### src/rtl/i2c_stop_seq.sv
module i2c_stop_seq #(
  parameter int RELOAD_W = 7
) (
  input  logic                clk,
  input  logic                rst_n,
  input  logic                stop_req,
  input  logic [RELOAD_W-1:0] reload,
  input  logic                sda_in,
  input  logic                scl_in,
  input  logic                clr_done,
  input  logic                clr_coll,
  output logic                sda_oe,
  output logic                scl_oe,
  output logic                stop_en,
  output logic                done_irq,
  output logic                coll_irq,
  output logic                stop_seen
);
  localparam int CW       = RELOAD_W + 1;
  localparam int SYNC_LAT = 2;

  typedef enum logic [2:0] {
    ST_IDLE, ST_SDA_LO, ST_SCL_REL, ST_SCL_HI, ST_SDA_HI
  } state_t;

  state_t        state;
  logic [1:0]    sda_sync, scl_sync;
  logic          sda_s, scl_s;
  logic [CW-1:0] cnt, eff;
  logic          set_done, set_coll;

  always_ff @(posedge clk or negedge rst_n)
    if (!rst_n) begin
      sda_sync <= 2'b11;
      scl_sync <= 2'b11;
    end else begin
      sda_sync <= {sda_sync[0], sda_in};
      scl_sync <= {scl_sync[0], scl_in};
    end

  assign sda_s = sda_sync[1];
  assign scl_s = scl_sync[1];
  assign eff   = (reload == '0) ? CW'(1) : {1'b0, reload};

  assign sda_oe  = (state == ST_SDA_LO) || (state == ST_SCL_REL) || (state == ST_SCL_HI);
  assign scl_oe  = (state == ST_SDA_LO);
  assign stop_en = (state != ST_IDLE);

  assign set_done = (state == ST_SDA_HI) && (cnt == CW'(1)) && sda_s;
  assign set_coll = ((state == ST_SDA_HI) && (cnt == CW'(1)) && !sda_s) ||
                    ((state == ST_SCL_HI) && !scl_s);

  always_ff @(posedge clk or negedge rst_n)
    if (!rst_n) begin
      state <= ST_IDLE;
      cnt   <= '0;
    end else begin
      case (state)
        ST_IDLE:    if (stop_req) state <= ST_SDA_LO;
        ST_SDA_LO:  if (!sda_s) state <= ST_SCL_REL;
        ST_SCL_REL: if (scl_s) begin
                      state <= ST_SCL_HI;
                      cnt   <= eff;
                    end
        ST_SCL_HI:  if (!scl_s) state <= ST_IDLE;
                    else if (cnt == CW'(1)) begin
                      state <= ST_SDA_HI;
                      cnt   <= eff + CW'(SYNC_LAT);
                    end else cnt <= cnt - CW'(1);
        ST_SDA_HI:  if (cnt == CW'(1)) state <= ST_IDLE;
                    else cnt <= cnt - CW'(1);
        default:    state <= ST_IDLE;
      endcase
    end

  always_ff @(posedge clk or negedge rst_n)
    if (!rst_n) begin
      done_irq  <= 1'b0;
      coll_irq  <= 1'b0;
      stop_seen <= 1'b0;
    end else begin
      if (clr_done)      done_irq <= 1'b0;
      else if (set_done) done_irq <= 1'b1;
      if (clr_coll)      coll_irq <= 1'b0;
      else if (set_coll) coll_irq <= 1'b1;
      if (state == ST_IDLE && stop_req) stop_seen <= 1'b0;
      else if (set_done)                stop_seen <= 1'b1;
    end

  a_r2_req_starts: assert property (@(posedge clk) disable iff (!rst_n)
    (stop_req && !stop_en) |=> (stop_en && sda_oe && scl_oe && !stop_seen));
  a_r3_scl_after_sda_low: assert property (@(posedge clk) disable iff (!rst_n)
    $fell(scl_oe) |-> !$past(sda_s));
  a_r4_sda_rel_after_scl_high: assert property (@(posedge clk) disable iff (!rst_n)
    ($fell(sda_oe) && stop_en) |-> (!scl_oe && $past(scl_s)));
  a_r6_idle_releases: assert property (@(posedge clk) disable iff (!rst_n)
    !stop_en |-> (!sda_oe && !scl_oe));
  a_r7_one_outcome: assert property (@(posedge clk) disable iff (!rst_n)
    !($rose(done_irq) && $rose(coll_irq)));
  a_r8_coll_ends_seq: assert property (@(posedge clk) disable iff (!rst_n)
    $rose(coll_irq) |-> !stop_en);
  a_r10_clear_done_wins: assert property (@(posedge clk) disable iff (!rst_n)
    clr_done |=> !done_irq);
  a_r10_clear_coll_wins: assert property (@(posedge clk) disable iff (!rst_n)
    clr_coll |=> !coll_irq);
endmodule

### config.mk
export PLATFORM = sky130hd
export DESIGN_NAME = i2c_stop_seq
export DESIGN_NICKNAME = d
export VERILOG_FILES = /design/src/rtl/i2c_stop_seq.sv
export SDC_FILE = /design/constraint.sdc
export NUM_CORES = 1
export LEC_CHECK = 0
export BUFFER_PORTS_ARGS = -buffer_cell sky130_fd_sc_hd__buf_2
export CORE_MARGIN = 2
export CORE_UTILIZATION = 59
export DETAILED_ROUTE_END_ITERATION = 6
export HOLD_SLACK_MARGIN = 0.05
export PLACE_DENSITY = 0.83
export SLEW_MARGIN = 10
export SYNTH_ARGS = -nofsm -noshare
export SYNTH_HDL_FRONTEND = slang
export SYNTH_SLANG_ARGS = --single-unit
### constraint.sdc
create_clock -name clk -period 3.7 [get_ports clk]
set_input_delay 1.11 -clock clk [delete_from_list [all_inputs] [get_ports clk]]
set_output_delay 1.11 -clock clk [all_outputs]
set_load 0.005 [all_outputs]
-- Word-level counts from Yosys, hierarchy flattened
Cells that the tools add are included.
- add/sub/neg operators: 2
- eq/ne operators: 12
- mux-type cells: 18
- reduce and logical (&&, ||, !) cells: 19
- operator list (cell ; count):
    8-bit two-way mux ; 4
    8-bit one-hot mux with 3 select lines ; 1
    3-bit two-way mux ; 6
    3-bit one-hot mux with 5 select lines ; 1
    2-bit != test, second input constant ; 5
    7-bit by 2-bit adder with 8-bit output, second input constant ; 1
    8-bit by 1-bit == test with 1-bit output, second input constant ; 1
    8-bit by 1-bit subtractor with 8-bit output, second input constant ; 1
    7-bit zero test ; 1
    7-bit two-way mux ; 1
    3-bit by 2-bit == test with 1-bit output, second input constant ; 2
    2-bit nonzero test ; 3
    3-bit nonzero test ; 2
    1-bit logical AND ; 5
    1-bit two-way mux ; 5
    5-bit AND reduction ; 1
    4-bit AND reduction ; 1
    3-bit by 1-bit == test with 1-bit output, second input constant ; 1
    3-bit == test, second input constant ; 1
    3-bit zero test ; 1
    1-bit logical OR ; 3
    3-bit != test, second input constant ; 1
    1-bit zero test ; 2
    2-bit by 1-bit != test with 1-bit output, second input constant ; 1
- flip-flop bits (word level): 18
- input bits: 14
- output and inout bits: 6
- logic and storage cells: 58

-- Depth between registers and ports, before layout
Gate-level depths: netlist (run 1).
- word-level depth: 6
- gate-level depth with buffers: 7
- mapped depth without buffers: 7

-- Worst setup path after synthesis (run 1)
No wires, ideal clock.
- path type: reg-to-output
- start point: register state[1]
- end point: output port stop_en
- arrival: 0.905 ns
- required time: 2.590 ns
- slack: 1.685 ns
- cell stages (with the launch flop): 3
- path buffers: 1
- cells stage by stage: dfrtp_1 buf_2 or3_1
- cells in the longest elaborated chain, start to end: 1
- ends and longest elaborated chain (what ; line ; text):
    from (decl) ; 26 ; state_t state;
    from (signal assigned) ; 55 ; state <= ST_IDLE;
    from (signal assigned) ; 59 ; ST_IDLE: if (stop_req) state <= ST_SDA_LO;
    from (signal assigned) ; 60 ; ST_SDA_LO: if (!sda_s) state <= ST_SCL_REL;
    3-bit nonzero test ; 47 ; assign stop_en = (state != ST_IDLE);
    to (decl) ; 14 ; output logic stop_en,
Every way passes these cells.

-- Final worst setup path (run 1)
Ends and elaborated chain as after synthesis.

==> flow_summary.yaml, run 1 <==
status:
  outcome: "completed"
layout:
  areaGrowthSynthToFinish_pct: 11.10
  drive_gt1_share_pct: 24.53
  fin_nets: 176
  fill_cells: 171
  antenna_cells: 0
  fin_cells: 186
  fin_area_um2: 1378
  final_core_util_pct: 69.51
detailed_routing:
  drtIter0Drc: 49
  firstDrtPassIters: 5
  route.vias.total: 1164
  wire_per_inst_um: 15.77
  viasPerCell: 6.258
  drc: 0
  drt-total-wl_mm: 2.933
  antenna_left: 0
hold_path:
  min_path_type: "flip-flop to flip-flop"
power:
  power_switching_uw: 403.0
  powerDensity_nw_per_um2: 641.4
  p_leak_uw: 0.0005776
  power_frac_comb_pct: 47.7
  intPower_uw: 480.6
  p_sw_share_pct: 45.61
  pwr-share-clk_pct: 13.9
  seqPwrFrac_pct: 38.4
  ir_drop_mv: 0.4448
logic_synthesis:
  yosys.cell_count.top_type: "nor2_1"
  synth_edf_count: 0
  synthTopCellsByArea: "dfrtp_1 (28%), dfstp_2 (8.5%), nor2_1 (5.4%)"
  synth_xor_xnor_area_share_pct: 0.7064
  yosys.area_share.simple_pct: 28.05
  synth_top_cell_area_share_pct: 28.25
  synthTopCellsByCount: "nor2_1 (18), dfrtp_1 (14), nand2_1 (14), o21ai_0 (11), a21oi_1 (7)"
  synth_compound_area_share_pct: 28.25
  async_reset_ff_share_pct: 100.0
  muxShareOfSynthArea_pct: 0.8073
  netlist_area_um2: 1240
  avgSynthCellArea_um2: 8.794
  ys_warn_count: 0
  synth_seq_cells: 18
  synthAdderAreaFrac_pct: 2.018
  yosys.area.top_type: "dfrtp_1"
  ys_types: 48
  yosysSeqAreaShare_pct: 36.73
  synth_top_family_by_area: "compound AO/OA/AOI/OAI gates"
  synth_ff_type: "dfrtp_1"
  syn-num-nets: 157
  synthCells: 141
critical_path:
  start_kind: "flip-flop"
  worstPathArrival_ns: 1.37
  crit_required_ns: 2.59
  crit_type: "flip-flop to output pin"
  crit_fanout: 12
  crit_path_end_kind: "output pin"
sta:
  finalSetupTns_ns: 0
  finalClockSkew_ns: 0.01742
  rsz0062_at_grt: "no"
  min_period_ns: 2.477
  timing.final.crit_share_pct: 66.94
  fin_ws_ns: 1.223
  slew_headroom_pct: 47.87
  fmax_mhz: 403.8
  worstMarginPinSlew_ns: 0.7748
  final_hold_viol_count: 0
  finalSetupViolations: 0
  slew_violations: 0
cts:
  cts_tree: "yes"
  htree_levels: 1
  ctsResizeCount: 0
  numCtsBuffers: 3
  path_clk_slew_ns: 0.11
  ctsHoldBuffers: 0
  cts_root_buf: "clkbuf_4"
  clk_latency_ns: 0.30
  cts.sink_count: 18
  cts_buffer_depth: 2
  cts_setup_buffers: 0
placement:
  dp_hpwl_mm: 2.181
  place.gp.congestion: 0.9169
  io_buffers: 19
  post-place-ws_ns: 1.523
  dpl_cell_area_um2: 1341
  dpl.cell_count: 182
die:
  core_area_um2: 1982
  rows: 16
  chipWidth_um: 49.85
  initial_core_util_pct: 62.56
  dieArea_um2: 2485
  dieHeight_um: 49.85
  ios: 20
grt:
  grt_antenna_before_repair: 0
  grt_max_degree: 19
  grt_pass1_vias: 1092
  grt_pass1_wl_mm: 4.961
  track_usage_pct: 26.50
  overflow: 0
job:
  cap_violations: 0
[per-stage QoR]
step	hold slack, ns	total power [µW]
3_3_place_gp	0.3465	737.6
3_5_place_dp	0.3470	755.2
5_1_grt	0.3683	953.6
2_1_floorplan	0.3452	647.2
4_1_cts	0.3619	882.1
6_report	0.3595	883.6
[path summary, 6_finish.rpt]
path                              from          end  slack, ns  depth (start not counted)
max in group asynchronous        rst_n  sda_sync[0]       2.65                          1
min in group asynchronous        rst_n     state[1]       0.71                          1
max reg2reg                     cnt[1]       cnt[0]       1.55                          7
min                        scl_sync[0]  scl_sync[1]       0.36                          0
max                           state[1]      stop_en       1.22                          2
min reg2reg                scl_sync[0]  scl_sync[1]       0.36                          0
[critical path, stage by stage, from the launching register on]
cell     delay [ns]
dfrtp_1        0.53
or3_1          0.41
buf_2          0.13
[flip-flops by register name, indices dropped and copies added (netlist names)]
| name | count |
|---|---|
| sda_sync | 2 |
| stop_seen | 1 |
| done_irq | 1 |
| scl_sync | 2 |
| state | 3 |
| coll_irq | 1 |
| cnt | 8 |
[layout make-up]
type | instances | area (µm²) | area share [%]
timing repair buffer | 19 | 95.09 | 6.903
clock buffer | 4 | 36.28 | 2.634
inverter | 4 | 15.01 | 1.090
tap | 27 | 33.78 | 2.452
sequential | 18 | 455.4 | 33.06
multi-input combinational | 114 | 742.0 | 53.86
[power by group through the flow]
| stage | Combinational [µW] | Sequential [µW] | Clock, µW |
|---|---|---|---|
| 6_report | 421 | 340 | 122 |
| 4_1_cts | 417 | 338 | 127 |
| 5_1_grt | 467 | 353 | 134 |
| 3_5_place_dp | 413 | 342 | 0 |
| 2_1_floorplan | 348 | 300 | 0 |
| 3_3_place_gp | 400 | 338 | 0 |
[cells in the final DEF (no fill, tap or decap), types with 2 or more instances in the layout]
cell type	count
nor3_1	4
a21oi_1	7
nor4_1	2
nor2_1	18
o21ai_0	11
a21o_1	2
a22o_1	2
a222oi_1	2
clkbuf_4	3
nand3_1	3
dfstp_2	4
o31ai_1	2
o2bb2ai_1	2
buf_2	19
o21ai_1	5
and4_1	2
inv_1	4
nor2b_1	2
a211oi_1	2
a21oi_2	2
a31oi_1	3
nor3b_1	4
dfrtp_1	14
ha_1	2
nand2_1	14
[per-layer routing]
| layer | vias to the layer above | part of all wire (%) | GRT usage [%] |
|---|---|---|---|
| met5 | - | 0 | 0 |
| met4 | 0 | 0.51 | 7.407 |
| met3 | 2 | 6.0 | 5.455 |
| met2 | 48 | 50 | 44.44 |
| met1 | 545 | 44 | 34.58 |
| li1 | 569 | - | - |
[cell families after synthesis]
family          count (synthesis)
simple gates                   61
compound gates                 49
flops                          18
buf+inv                         9
fa+ha+maj                       2
xor+xnor                        1
mux                             1
Note: power is estimated with default switching activity, not from simulation.
==> run 2, diff against run 1 <==
- CORE_UTILIZATION: 59 -> 55
- PLACE_DENSITY: 0.83 -> 0.78
- clock period: 3.7 -> 2.4 ns (I/O delays scaled with it)
==> flow_summary.yaml, run 2 (synthesized netlist as in run 1, its figures left out) <==
die:
  dieArea_um2: 2650
  rows: 17
  dieHeight_um: 51.48
  initial_core_util_pct: 57.15
  chipWidth_um: 51.48
  core_area_um2: 2170
  ios: 20
cts:
  ctsHoldBuffers: 0
  numCtsBuffers: 3
  clk_latency_ns: 0.31
  cts_setup_buffers: 0
  cts.sink_count: 18
  path_clk_slew_ns: 0.12
  ctsResizeCount: 0
  htree_levels: 1
  cts_tree: "yes"
  cts_root_buf: "clkbuf_4"
  cts_buffer_depth: 2
sta:
  fin_ws_ns: 0.3228
  finalSetupTns_ns: 0
  min_period_ns: 2.077
  timing.final.crit_share_pct: 86.55
  slew_headroom_pct: 63.98
  final_hold_viol_count: 0
  worst_hold_slack_ns: 0.3198
  finalSetupViolations: 0
  slew_violations: 0
  rsz0062_at_grt: "no"
  worstMarginPinSlew_ns: 0.5392
  finalClockSkew_ns: 0.008779
  fmax_mhz: 481.4
layout:
  final_core_util_pct: 64.94
  final_common_cell: "buf_2"
  areaGrowthSynthToFinish_pct: 13.62
  reg_top3: "cnt: 8 flops, state: 3 flops"
  fin_cells: 191
  antenna_cells: 0
  largest_reg_flops: 8
  layout_common_cells: "buf_2 (19), nor2_1 (18), nand2_1 (14), dfrtp_1 (14), o21ai_0 (11)"
  regMostFlops: "cnt"
  drive_gt1_share_pct: 26.38
  fin_nets: 180
  fill_cells: 204
placement:
  dpl.cell_count: 187
  post-place-ws_ns: 0.3817
  place.gp.congestion: 0.9293
  dp_hpwl_mm: 2.364
  io_buffers: 19
power:
  powerDensity_nw_per_um2: 1010
  ir_drop_mv: 0.6706
  p_leak_uw: 0.0005979
critical_path:
  worstPathArrival_ns: 1.36
  worstRegToRegCells: 7
  start_kind: "flip-flop"
  crit_type: "flip-flop to output pin"
  crit_required_ns: 1.68
  crit_fanout: 12
  rrSetupSlack_ns: 0.36
  crit_path_end_kind: "output pin"
detailed_routing:
  wire_per_inst_um: 16.39
  drc: 0
  route.vias.total: 1200
  drt-total-wl_mm: 3.130
  antenna_left: 0
  firstDrtPassIters: 5
  drtIter0Drc: 54
  viasPerCell: 6.283
grt:
  track_usage_pct: 25.76
  grt_pass1_wl_mm: 5.106
  grt_pass1_vias: 1126
  overflow: 0
  grt_max_degree: 19
  grt_antenna_before_repair: 0
job:
  cap_violations: 0
status:
  outcome: "completed"
hold_path:
  min_path_type: "input pin to async pin"
[run 2: changes by cell type in the layout (fill, tap and decap cells not counted), sizes merged]
cell | previous run | this run
buf | 19 | 23
[run 2: final timing paths]
path,start,endpoint
min in group clk,sda_sync[0],sda_sync[1]
setup reg to reg,cnt[1],cnt[1]
max in group asynchronous,rst_n,sda_sync[1]
setup / recovery,state[1],stop_en
hold / removal,rst_n,cnt[2]
hold reg to reg,sda_sync[0],sda_sync[1]
[run 2: worst max-delay path: stages, from the launching register on]
cell and delay (ns):
dfrtp_1 0.53, or3_1 0.40, buf_2 0.13
[run 2: metal layers]
layer  GRT usage, %  up-vias  part of all wire, %
met2          44.87       58                   50
met4          3.947        0                  1.2
met5              0        -                    0
li1               -      575                    -
met1          33.77      560                   41
met3          4.678        7                  7.9
[run 2: metrics by stage]
stage / total power [µW] / area (µm²)
5_1_grt: 1519 / 1409
3_3_place_gp: 1183 / 1373
4_1_cts: 1414 / 1409
6_report: 1423 / 1409
2_1_floorplan: 997.8 / 1240
3_5_place_dp: 1213 / 1373
[run 2: cell type report]
cell class                      instances  area, µm²  share of cell area (%)
Tap cell                               28      35.03                   2.487
Multi-Input combinational cell        114      742.0                   52.66
Sequential cell                        18      455.4                   32.33
Clock buffer                            4      36.28                   2.575
Timing Repair Buffer                   23      125.1                   8.881
Inverter                                4      15.01                   1.066
[run 2: report_power, final]
group	switching (µW)	total [µW]	internal (µW)
clock	106	199	92.6
combinational	403	693	289
sequential	145	532	387
==> run 3, diff against run 2 <==
- REMOVE_ABC_BUFFERS: not set -> 1
==> flow_summary.yaml, run 3 (synthesized netlist as in run 1, its figures left out) <==
sta:
  finalSetupTns_ns: 0
  timing.final.crit_share_pct: 86.39
  fin_ws_ns: 0.3266
  finalClockSkew_ns: 0.004458
  fmax_mhz: 482.3
  final_hold_viol_count: 0
  slew_headroom_pct: 60.91
  worstMarginPinSlew_ns: 0.5850
  slew_violations: 0
  rsz0062_at_grt: "no"
  finalSetupViolations: 0
  min_period_ns: 2.073
grt:
  grt-busiest-layer: "met2"
  use_met1_pct: 34.70
  track_usage_pct: 25.00
  grt_antenna_before_repair: 0
  grt_pass1_wl_mm: 4.905
  overflow: 0
  grt_pass1_vias: 1049
  met2_usage_pct: 38.89
  met3_usage_pct: 3.509
  grt_max_degree: 19
placement:
  post-place-ws_ns: 0.3491
  io_buffers: 19
  dpl.cell_count: 187
  dpl_cell_area_um2: 1373
  dp_hpwl_mm: 2.259
  place.gp.congestion: 0.9024
die:
  initial_core_util_pct: 57.15
  ios: 20
  dieHeight_um: 51.48
  core_area_um2: 2170
  rows: 17
  chipWidth_um: 51.48
  dieArea_um2: 2650
layout:
  layout_common_cells: "buf_2 (19), nor2_1 (18), nand2_1 (14), dfrtp_1 (14), o21ai_0 (11)"
  largest_reg_flops: 8
  antenna_cells: 0
  regMostFlops: "cnt"
  reg_top3: "cnt: 8 flops, state: 3 flops"
  final_core_util_pct: 64.94
  fin_nets: 180
  fin_cells: 191
  drive_gt1_share_pct: 26.38
  final_common_cell: "buf_2"
  fin_area_um2: 1409
  areaGrowthSynthToFinish_pct: 13.62
hold_path:
  min_path_type: "input pin to async pin"
detailed_routing:
  drt-total-wl_mm: 2.923
  firstDrtPassIters: 4
  antenna_left: 0
  drc: 0
  viasPerCell: 6.277
  drtIter0Drc: 75
  route.vias.total: 1199
  wire_per_inst_um: 15.30
critical_path:
  start_kind: "flip-flop"
  r2r-start: "cnt[1]"
  rrSetupSlack_ns: 0.34
  crit_path_end_kind: "output pin"
  crit_type: "flip-flop to output pin"
  r2r_end: "cnt[1]"
  worstPathArrival_ns: 1.35
  endpoint: "stop_en"
  cp-startpoint: "state[1]"
  worstRegToRegCells: 7
  crit_required_ns: 1.68
  crit_fanout: 12
cts:
  path_clk_slew_ns: 0.10
  ctsHoldBuffers: 0
  cts_setup_buffers: 0
  htree_levels: 1
  cts_tree: "yes"
  cts_root_buf: "clkbuf_4"
  cts.sink_count: 18
  cts_buffer_depth: 2
  ctsResizeCount: 0
  numCtsBuffers: 3
  clk_latency_ns: 0.30
power:
  p_leak_uw: 0.0005979
  powerDensity_nw_per_um2: 994.8
  ir_drop_mv: 0.5790
status:
  outcome: "completed"
job:
  cap_violations: 0
-- run 3: cell counts in the layout (fill, tap and decap cells not counted) --
Identical to the previous run, type by type.
-- run 3: layout make-up --
class                   count  area [µm²]
fillers                   198       760.7
multi-input cells         114       742.0
flip-flops and latches     18       455.4
repair buffers             23       125.1
clock buffers               4       36.28
well taps                  28       35.03
inverters                   4       15.01
-- run 3: how the worst min path moves through the flow --
stage / depth (start not counted) / slack (ns) / to
6_report: 1 / 0.33 / cnt[4]
3_3_place_gp: 0 / 0.35 / sda_sync[1]
2_1_floorplan: 0 / 0.35 / scl_sync[1]
3_5_place_dp: 0 / 0.35 / sda_sync[1]
5_1_grt: 1 / 0.35 / cnt[4]
4_1_cts: 1 / 0.35 / cnt[5]
-- run 3: report_power, final --
part           switching, µW  total (µW)  leakage [µW]  internal, µW
Sequential               146         533      0.000219           387
Clock                   94.9         187     0.0000210          92.5
Combinational            392         681      0.000358           289
-- run 3: per-layer routing --
layer	wire length, µm	part of all wire, %	up-vias
met4	63	2.2	0
li1	-	-	577
met1	1278	44	567
met2	1405	48	45
met3	175	6.0	10
met5	0	0	-
-- run 3: critical path: stages, from the launching register on --
cell and delay (ns):
dfrtp_1 0.53, or3_1 0.40, buf_2 0.13
-- run 3: per-stage QoR --
stage	total power, µW	hold WS (ns)
floorplan	976.8	0.3452
global placement	1179	0.3455
detailed placement	1209	0.3476
CTS	1402	0.3471
global route	1519	0.3535
finish	1402	0.3306
